===== src/rtl/canbo_pkg.sv =====
package canbo_pkg;

    typedef enum logic [1:0] {
        ST_NORMAL,
        ST_BUSOFF,
        ST_RECOVER,
        ST_FINISH
    } rcv_state_t;

    localparam int          LEC_W    = 3;
    localparam logic [2:0]  LEC_NONE = 3'd0;
    localparam logic [2:0]  LEC_BIT0 = 3'd5;

endpackage


===== src/rtl/canbo_run_det.sv =====
// Counts consecutive strobed recessive bits; emits a registered one-clock
// pulse when a run of RUN_LEN completes, then starts the next run from zero.
module canbo_run_det #(
    parameter int RUN_LEN = 11
) (
    input  logic clk,
    input  logic rst_n,
    input  logic enable,
    input  logic bit_strobe,
    input  logic rx_bit,
    output logic run_pulse
);
    localparam int CW = (RUN_LEN > 2) ? $clog2(RUN_LEN) : 1;
    localparam logic [CW-1:0] LAST = CW'(RUN_LEN - 1);

    logic [CW-1:0] run_cnt;

    always_ff @(posedge clk or negedge rst_n) begin
        if (!rst_n) begin
            run_cnt   <= '0;
            run_pulse <= 1'b0;
        end else begin
            run_pulse <= 1'b0;
            if (!enable) begin
                run_cnt <= '0;
            end else if (bit_strobe) begin
                if (!rx_bit) begin
                    run_cnt <= '0;
                end else if (run_cnt == LAST) begin
                    run_cnt   <= '0;
                    run_pulse <= 1'b1;
                end else begin
                    run_cnt <= run_cnt + 1'b1;
                end
            end
        end
    end
endmodule


===== src/rtl/canbo_idle_tally.sv =====
// Counts completed idle periods; flags the one that reaches IDLE_COUNT.
module canbo_idle_tally #(
    parameter int IDLE_COUNT = 129
) (
    input  logic clk,
    input  logic rst_n,
    input  logic clear,
    input  logic count_en,
    output logic idle_last
);
    localparam int TW = (IDLE_COUNT > 2) ? $clog2(IDLE_COUNT) : 1;
    localparam logic [TW-1:0] LAST = TW'(IDLE_COUNT - 1);

    logic [TW-1:0] tally;

    assign idle_last = count_en && (tally == LAST);

    always_ff @(posedge clk or negedge rst_n) begin
        if (!rst_n) begin
            tally <= '0;
        end else if (clear || idle_last) begin
            tally <= '0;
        end else if (count_en) begin
            tally <= tally + 1'b1;
        end
    end
endmodule


===== src/rtl/canbo_recovery_seq.sv =====
module canbo_recovery_seq
    import canbo_pkg::*;
#(
    parameter int RUN_LEN    = 11,
    parameter int IDLE_COUNT = 129
) (
    input  logic             clk,
    input  logic             rst_n,
    input  logic             bit_strobe,
    input  logic             rx_bit,
    input  logic             busoff_evt,
    input  logic             sw_init_set,
    input  logic             sw_init_clr,
    output logic             init_flag,
    output logic             bus_halt,
    output logic             busoff_flag,
    output logic             recovering,
    output logic             lec_wr,
    output logic [LEC_W-1:0] lec_code,
    output logic             ec_clear
);
    rcv_state_t state_q, state_d;
    logic       init_q, init_d;
    logic       run_pulse;
    logic       idle_last;
    logic       count_en;

    assign count_en = run_pulse && (state_q == ST_RECOVER);

    canbo_run_det #(.RUN_LEN(RUN_LEN)) u_run (
        .clk        (clk),
        .rst_n      (rst_n),
        .enable     (state_q == ST_RECOVER),
        .bit_strobe (bit_strobe),
        .rx_bit     (rx_bit),
        .run_pulse  (run_pulse)
    );

    canbo_idle_tally #(.IDLE_COUNT(IDLE_COUNT)) u_tally (
        .clk       (clk),
        .rst_n     (rst_n),
        .clear     (state_q == ST_NORMAL),
        .count_en  (count_en),
        .idle_last (idle_last)
    );

    // next-state and init-flag decision
    always_comb begin
        state_d = state_q;
        init_d  = init_q;
        unique case (state_q)
            ST_NORMAL: begin
                if (busoff_evt) begin
                    state_d = ST_BUSOFF;
                    init_d  = 1'b1;
                end else if (sw_init_set) begin
                    init_d = 1'b1;
                end else if (sw_init_clr) begin
                    init_d = 1'b0;
                end
            end
            ST_BUSOFF: begin
                if (sw_init_clr && !sw_init_set) begin
                    init_d  = 1'b0;
                    state_d = ST_RECOVER;
                end
            end
            ST_RECOVER: begin
                if (sw_init_set) begin
                    init_d  = 1'b1;
                    state_d = ST_BUSOFF;
                end else if (idle_last) begin
                    state_d = ST_FINISH;
                end
            end
            ST_FINISH: begin
                state_d = ST_NORMAL;
                if (sw_init_set) begin
                    init_d = 1'b1;
                end else if (sw_init_clr) begin
                    init_d = 1'b0;
                end
            end
            default: begin
                state_d = ST_NORMAL;
                init_d  = 1'b1;
            end
        endcase
    end

    // state register
    always_ff @(posedge clk or negedge rst_n) begin
        if (!rst_n) begin
            state_q <= ST_NORMAL;
            init_q  <= 1'b1;
        end else begin
            state_q <= state_d;
            init_q  <= init_d;
        end
    end

    // outputs
    always_comb begin
        init_flag   = init_q;
        recovering  = (state_q == ST_RECOVER);
        busoff_flag = (state_q == ST_BUSOFF) || (state_q == ST_RECOVER);
        ec_clear    = (state_q == ST_FINISH);
        bus_halt    = init_q || busoff_flag;
        lec_wr      = count_en;
        lec_code    = count_en ? LEC_BIT0 : LEC_NONE;
    end
endmodule


===== config.mk =====
export PLATFORM = sky130hd
export DESIGN_NAME = canbo_recovery_seq
export DESIGN_NICKNAME = d
export VERILOG_FILES = /design/src/rtl/canbo_pkg.sv /design/src/rtl/canbo_run_det.sv /design/src/rtl/canbo_idle_tally.sv /design/src/rtl/canbo_recovery_seq.sv
export SDC_FILE = /design/constraint.sdc
export NUM_CORES = 1
export LEC_CHECK = 0
export BUFFER_PORTS_ARGS = -buffer_cell sky130_fd_sc_hd__buf_2
export CORE_MARGIN = 2
export CORE_UTILIZATION = 25
export CTS_CLUSTER_SIZE = 24
export DETAILED_ROUTE_END_ITERATION = 7
export SLEW_MARGIN = 10
export SYNTH_ARGS = -nofsm -noshare
export SYNTH_HDL_FRONTEND = slang
export SYNTH_SLANG_ARGS = --single-unit

===== constraint.sdc =====
create_clock -name clk -period 1.7 [get_ports clk]
set_input_delay 0.17 -clock clk [delete_from_list [all_inputs] [get_ports clk]]
set_output_delay 0.17 -clock clk [all_outputs]
set_load 0.02 [all_outputs]

Yosys cells after proc, flatten, opt, wreduce, memory -nomap -nowiden
Index checks and enable logic that the tools add are counted.

storage, ports and cells
  bits of input ports = 7
  output and inout port bits = 9
  word-level logic and storage cells = 50
  register bits = 16

cells by class
  mux-type cells = 22
  reduce and logical (&&, ||, !) cells = 11
  add/subtract/negate cells = 2
  eq/ne operators = 10

operator list
  kind                   count
  $mux W4                4
  $mux W8                2
  $mux W1                9
  $add A8 B1 Y8 const B  1
  $eq A8 B8 Y1 const B   1
  $mux W2                4
  $ne A2 B2 Y1 const B   4
  $pmux W2 S4            1
  $add A4 B1 Y4 const B  1
  $eq A2 B2 Y1 const B   2
  $eq A4 B4 Y1 const B   1
  $pmux W1 S4            1
  $logic_and A1 B1 Y1    3
  $logic_or A1 B1 Y1     3
  $mux W3                1
  $ne A3 B2 Y1 const B   1
  $reduce_and A3 Y1      1
  $eq A2 B1 Y1 const B   1
  $logic_not A2 Y1       1
  $reduce_and A2 Y1      1
  $reduce_bool A2 Y1     1
  $logic_not A1 Y1       1

Longest topological paths before layout
Gate-level depths: netlist of the first run.

  depth after elaboration = 6
  gate-level depth with buffers = 8
  depth with buffers taken out = 7

Cells and area by module
From an unflattened synthesis of the first run, not the netlist that was laid out.

unflattened totals
  cells, all modules = 106
  area, all modules = 1037.2 µm²

by module, submodules not included
  module              instances  seq. area each (µm²)  area an instance (µm²)  cells an instance
  canbo_idle_tally    1          200.2                 431.7                   43
  canbo_run_det       1          125.1                 315.3                   31
  canbo_recovery_seq  1          76.3                  290.3                   32

Worst setup path before layout of the first run
OpenSTA, ideal clock, no wires.

  path kind = flip-flop to flip-flop
  start point = reg state_q[0]
  end point = reg state_q[1]
  data required time = 1.599 ns
  stages on the path, launching flop included = 8
  path slack = 0.003 ns
  setup time = 0.101 ns
  data arrival time = 1.596 ns
  clock period less this slack = 1.697 ns
  buffers on the path = 0
  cell sequence = dfrtp_1 inv_1 ha_1 nand2_4 clkinv_4 nand3_2 and3_1 nor4_1

on the way
  word-level cells in the longest chain between the ends = 5
  elaborated cells on any way between the ends = 11
  those cells by class = eq/ne: 6; mux: 1; reduce/logical: 4

ends and longest elaborated chain
  what                         line                      source
  start: declaration           canbo_recovery_seq.sv:22  rcv_state_t state_q, state_d;
  start signal: assignment     canbo_recovery_seq.sv:97  state_q <= state_d;
  $eq A2 B2 Y1                 --
  via recovering               canbo_recovery_seq.sv:17  output logic recovering,
  $logic_and A1 B1 Y1          canbo_recovery_seq.sv:28  assign count_en = run_pulse && (state_q == ST_RECOVER);
  via lec_wr                   canbo_recovery_seq.sv:18  output logic lec_wr,
  $logic_and A1 B1 Y1          canbo_idle_tally.sv:16    assign idle_last = count_en && (tally == LAST);
  $ne A3 B2 Y1 (no line)       --
  $reduce_and A3 Y1 (no line)  --

The timed path passes the listed nets, and every way through them passes these cells.
A chain may end at the register's enable or synchronous reset.

Final worst setup path of the first run
  start point = reg state_q[1]
  end point = out bus_halt

on the way
  word-level cells in the longest chain between the ends = 3
  elaborated cells on any way between the ends = 4
  those cells by class = eq/ne: 2; reduce/logical: 2

ends and longest elaborated chain
  what                                          line                       source
  $eq A2 B1 Y1 or $eq A2 B2 Y1 (tied branches)  canbo_recovery_seq.sv:106  busoff_flag = (state_q == ST_BUSOFF) || (state_q == ST_RECOVER);
  $logic_or A1 B1 Y1 *                          canbo_recovery_seq.sv:106
  $logic_or A1 B1 Y1 *                          canbo_recovery_seq.sv:108  bus_halt = init_q || busoff_flag;
  end: declaration                              canbo_recovery_seq.sv:15   output logic bus_halt,

Mark *: on every way between the ends. The rest lies on a longest branch, timed or not.

==> results of run 1 <==
## how the worst max path moves through the flow
stage            endpoint  cells after the start
2_1_floorplan  state_q[1]                      7
5_1_grt          bus_halt                      4
6_report         bus_halt                      4
3_3_place_gp   state_q[0]                      6
3_5_place_dp   state_q[1]                      7
4_1_cts          bus_halt                      4
## sequential cells by signal (all words and copies together), names as in the netlist
register	flops
u_tally.tally	8
init_flag	1
state_q	2
u_run.run_cnt	4
u_run.run_pulse	1
## power by group through the flow
stage	combinational [µW]	sequential, µW	clock (µW)
after floorplan	443	495	0
after global placement	641	479	0
after detailed placement	653	480	0
after CTS	697	469	350
after global routing	790	481	366
final	719	471	343
## cell type report
type / count / area, µm² / share of cell area
Multi-Input combinational cell: 80 / 546 / 0.449
Sequential cell: 16 / 402 / 0.331
Timing Repair Buffer: 20 / 118 / 0.0969
Tap cell: 50 / 62.6 / 0.0515
Clock buffer: 4 / 55.1 / 0.0454
Inverter: 7 / 31.3 / 0.0258
## logic make-up (layout without fill, tap and decap cells)
kind of cell               Yosys count  in the layout  share of synthesized area
AOI/OAI and AO/OA                   15             15                     0.0848
xor gates and xnor gates             6              6                     0.0524
adders and majority gates            9              9                      0.112
buffers and inverters               11             31                     0.0586
DFF                                 16             16                      0.400
muxes                                1              1                     0.0112
other                                1              1                    0.00374
and+or+nand+nor                     48             48                      0.277
## metrics by stage
stage                     utilization  area (µm²)
after floorplan                     -        1000
after global placement          0.285        1120
after detailed placement        0.285        1120
after CTS                       0.305        1200
after global routing            0.308        1210
final                           0.308        1210
## cells in the final DEF, fill, tap and decap left out, types with 2 or more instances in the layout
cell type,instances
nand3_1,3
ha_1,8
nand2b_1,2
and3_1,2
a21oi_1,6
inv_1,5
nand2_1,9
nand4_1,3
nor2b_1,4
buf_4,5
buf_2,14
o21ai_0,5
nor3b_1,2
nor3_1,3
xor2_1,3
xnor2_1,3
clkbuf_8,4
dfrtp_1,15
nor2_1,9
## metal layers
layer,share of wire,GRT usage,vias up
li1,-,-,402
met1,0.44,0.118,383
met2,0.51,0.184,12
met3,0.039,0.0333,2
met4,0.0092,0.0383,0
met5,0,0,-
## critical path, stage by stage (launching register included)
cell	delay, ns
dfrtp_1	0.41
inv_2	0.09
ha_1	0.30
or2_2	0.28
buf_2	0.16
## repair_timing
item	in CTS	in global routing
hold buffers	1	0
setup endpoints to repair	1	16
setup buffers	2	1
hold endpoints to repair	15	0
gates resized for setup	0	2
==> results.yml, run 1 <==
critical_path:
  reg2reg_to: "state_q[1]"
  critPathLaunchType: "register"
  r2r_slack_ns: 0.09
  end_kind: "output pin"
  arrival_ns: 1.48
  cp.required_ns: 1.53
  criticalPathCategory: "reg -> out"
  path_max_fanout: 5
  worst_r2r_startpoint: "state_q[1]"
  crit_path_start: "state_q[1]"
  reg2regPathDepth: 7
timing:
  tns_ns: 0
  finalCritPeriodShare: 0.972
  setup_slack_ns: 0.0482
  grt_setup_unrepaired: "true"
  finalMaxSlewViolations: 0
  holdWs_ns: 0.142
  fmax_ghz: 0.605
  setup_viol: 0
  hold_violations: 0
  layout_min_cycle_time_ns: 1.65
  fin_worst_skew_ns: 0.000603
die:
  row_count: 23
  die_w_um: 67.4
  die-area_um2: 4540
  start_util: 0.255
  io_pins: 16
  core_um2: 3940
  die_y_um: 67.4
logic_synthesis:
  yosysWarnings: 0
  synth.top_cell.area_share: 0.374
  async_flop_share: 1.00
  syn_inst: 107
  synth_edf_count: 0
  ys_ff_latch: 16
  synth_cell_types: 37
  synth_top_cell_by_area: "dfrtp_1"
  syn-num-nets: 123
  synth_area_um2: 1000
  synth_seq_area_share: 0.400
  synthFlopType: "dfrtp_1"
  synth_area_per_cell_um2: 9.38
  synthTopCellsByCount: "dfrtp_1 (15), ha_1 (9), nand2_1 (9), nor2_1 (9)"
  synth.area.top_cells: "dfrtp_1 (37%), ha_1 (11%), nand2_1 (3.4%), nor2_1 (3.4%), a21oi_1 (3.0%)"
  yosysMostFrequentCell: "dfrtp_1"
placement:
  dp_hpwl_um: 1560
  dp_cells: 169
  pre_cts_slack_ns: 0.0554
  gp_congestion: 0.847
  port_buffers: 14
power:
  pwr-share-comb: 0.469
  switchingPower_uw: 577
  switching_share: 0.376
  clockPowerShare: 0.224
  power_frac_seq: 0.307
  p_leak_uw: 0.000566
  power_uw: 1530
  power.density_nw_per_um2: 1260
  vdd_drop_max_mv: 0.595
  intPower_uw: 956
clocking:
  cts.htree.levels: 1
  cts_sinks: 16
  ctsLongestPathBuffers: 2
  cts_made_buffers: 3
  path_clk_slew_ns: 0.07
  clk_latency_ns: 0.25
  cts_tree: "done"
  cts_root_buf: "clkbuf_8"
route:
  num_vias: 799
  drc: 0
  wl_um: 2070
  drt_iter0_markers: 18
  wire_per_inst_um: 11.7
  drt.antenna.violating_nets: 0
  vias_per_cell: 4.51
  drt_pre_antenna_iters: 4
global_routing:
  grt_overflow: 0
  grt_usage: 0.105
  grt_pass1_vias: 820
  antenna_found_initial: 0
  grt_max_degree: 17
  grt_pass1_wl_um: 3530
cells_and_area:
  fill_cells: 400
  fin_nets: 144
  diodes: 0
  final_cells: 177
  drive_gt1_frac: 0.252
  area_growth_pct: 20.9
hold_path:
  hold_path_end: "u_run.run_cnt[2]"
  worstHoldPathCells: 2
  min_path_type: "in -> reg"
  min_from: "bit_strobe"
flow_run:
  drv_cap: 0
outcome:
  status: "complete, no violations"
(Power assumes the default switching activity.)
==> run 2, diff against run 1 <==
--- a/config.mk
+++ b/config.mk
@@ -5,6 +5,7 @@
 export SDC_FILE = /design/constraint.sdc
 export NUM_CORES = 1
 export LEC_CHECK = 0
+export ABC_AREA = 1
 export BUFFER_PORTS_ARGS = -buffer_cell sky130_fd_sc_hd__buf_2
 export CORE_MARGIN = 2
 export CORE_UTILIZATION = 25
==> run 2 against run 1 <==
Hold slack better by 0.033 ns. First-iteration DRC count increased by 110%. Sequential power about the same. Total power fell by 12%. Synthesized cell count increased by 26%. Sequential cell count did not move. Register-to-register slack better by 0.13 ns. Via count grew 5.0%. Sequential share of layout area fell by 0.60 points. Critical path type unchanged. Critical endpoint unchanged. Largest cell class unchanged.
==> results.yml, run 2 <==
critical_path:
  slowest_stage: "dfrtp_1"
  cp_slowest_stage_delay_ns: 0.40
  worst_r2r_startpoint: "state_q[1]"
  r2r_slack_ns: 0.22
  reg2regPathDepth: 7
  critPathLaunchType: "register"
  cp.required_ns: 1.53
  arrival_ns: 1.46
  reg2reg_to: "u_tally.tally[6]"
  path_max_fanout: 4
  end_kind: "output pin"
  criticalPathCategory: "reg -> out"
  path_cells: "inv_2, ha_1, or2_2, buf_2"
clocking:
  cts_sinks: 16
  cts.htree.levels: 1
  path_clk_slew_ns: 0.06
  clk_latency_ns: 0.25
  cts_root_buf: "clkbuf_8"
  cts_tree: "done"
  cts_made_buffers: 3
  ctsLongestPathBuffers: 2
placement:
  pre_cts_slack_ns: 0.0801
  dp_hpwl_um: 1500
  port_buffers: 14
  gp_congestion: 0.828
timing:
  tns_ns: 0
  layout_min_cycle_time_ns: 1.63
  setup_viol: 0
  setup_slack_ns: 0.0729
  holdWs_ns: 0.174
  grt_setup_unrepaired: "true"
  hold_violations: 0
  fin_worst_skew_ns: 0.00168
  finalCritPeriodShare: 0.957
  fmax_ghz: 0.615
  finalMaxSlewViolations: 0
global_routing:
  grt_usage: 0.0956
  grt_pass1_vias: 787
  grt_overflow: 0
  antenna_found_initial: 0
  grt_max_degree: 17
  grt_pass1_wl_um: 3410
route:
  drc: 0
  drt_pre_antenna_iters: 4
  drt.antenna.violating_nets: 0
  wl_um: 1960
  num_vias: 839
  drt_iter0_markers: 37
  wire_per_inst_um: 9.65
  vias_per_cell: 4.13
power:
  vdd_drop_max_mv: 0.513
  p_leak_uw: 0.000624
  power.density_nw_per_um2: 1090
logic_synthesis:
  ys_ff_latch: 16
  syn_inst: 135
  synth_top_cell_by_area: "dfrtp_1"
  synth.area.top_cells: "dfrtp_1 (36%), ha_1 (11%), nand2_1 (9.3%), inv_1 (7.8%), nand3_1 (5.2%)"
  synth_cell_types: 24
  yosysMostFrequentCell: "nand2_1"
  synth_area_um2: 1050
  syn-num-nets: 151
  synthTopCellsByCount: "nand2_1 (26), inv_1 (22), dfrtp_1 (15)"
  synthFlopType: "dfrtp_1"
  synth.top_cell.area_share: 0.356
  synth_seq_area_share: 0.381
  synth_edf_count: 0
  async_flop_share: 1.00
  yosysWarnings: 0
  synth_area_per_cell_um2: 7.80
outcome:
  status: "complete, no violations"
cells_and_area:
  fill_cells: 450
  top_register: "u_tally.tally"
  reg.largest.list: "u_tally.tally: 8 flops, u_run.run_cnt: 4 flops, state_q: 2 flops"
  largest_register_ffs: 8
  fin_nets: 170
  final_cell_mix: "nand2_1 (26), inv_1 (20), dfrtp_1 (15)"
  layout.cells.most_common: "nand2_1"
  diodes: 0
  area_growth_pct: 17.3
  drive_gt1_frac: 0.222
die:
  start_util: 0.261
  die-area_um2: 4750
  die_w_um: 68.9
  row_count: 23
  io_pins: 16
  die_y_um: 68.9
  core_um2: 4030
hold_path:
  hold_path_end: "u_run.run_pulse"
  min_path_type: "in -> reg"
  worstHoldPathCells: 3
  min_from: "bit_strobe"
flow_run:
  drv_cap: 0
[run 2: cell families (layout without fill, tap and decap cells)]
logic type	after synthesis	count (layout)	synth area share
XOR/XNOR	3	3	0.0249
flip-flops	16	16	0.381
other	1	1	0.00356
buffers and inverters	27	45	0.109
AND/OR/NAND/NOR	63	63	0.295
AO/OA/AOI/OAI	16	16	0.0796
adder cells (fa/ha/maj)	9	9	0.107
[run 2: worst max-delay path by stage]
stage / cells past startpoint / slack [ns] / to / from
after floorplan: 9 / 0.09 / state_q[0] / state_q[0]
after global routing: 4 / -0.02 / bus_halt / state_q[0]
after detailed placement: 7 / 0.08 / u_tally.tally[6] / state_q[0]
final: 4 / 0.07 / bus_halt / state_q[0]
after CTS: 4 / 0.02 / bus_halt / state_q[0]
after global placement: 7 / 0.15 / u_tally.tally[6] / state_q[0]
[run 2: what timing repair did]
item | CTS | global route
hold buffers | 1 | 0
buffers inserted | 0 | 2
setup endpoints to repair | 3 | 4
gates resized for setup | 1 | 2
hold endpoints to repair | 15 | 0
[run 2: stage by stage]
step,instance area (µm²),instances,utilization,total power (µW)
after floorplan,1050,135,-,886
after CTS,1220,201,0.303,1350
after global placement,1160,196,0.289,1030
after detailed placement,1160,196,0.289,1030
final,1240,203,0.307,1350
after global routing,1240,203,0.307,1490
[run 2: final cells by class]
type	count	area (µm²)	share of cell area
Tap cell	50	62.6	0.0506
Timing Repair Buffer	17	95.1	0.0769
Sequential cell	16	402	0.325
Multi-Input combinational cell	92	539	0.436
Inverter	24	92.6	0.0749
Clock buffer	4	45.0	0.0364
[run 2: routing by layer]
metal,wire length [µm],up-vias,global-route usage
met5,0,-,0
met4,0,0,0.0147
met3,92,0,0.0357
met2,839,13,0.145
met1,1030,369,0.132
li1,-,457,-
[run 2: power breakdown]
| part | internal (µW) | switching, µW |
|---|---|---|
| clock | 166 | 127 |
| combinational | 222 | 367 |
| sequential | 429 | 40.1 |
| total | 817 | 535 |
[run 2: worst max-delay path, delay by kind of cell, from the launching register on]
family | cells | cell delay [ns]
buffers and inverters | 2 | 0.24
adder cells (fa/ha/maj) | 1 | 0.31
AND/OR/NAND/NOR | 1 | 0.27
flip-flops | 1 | 0.40
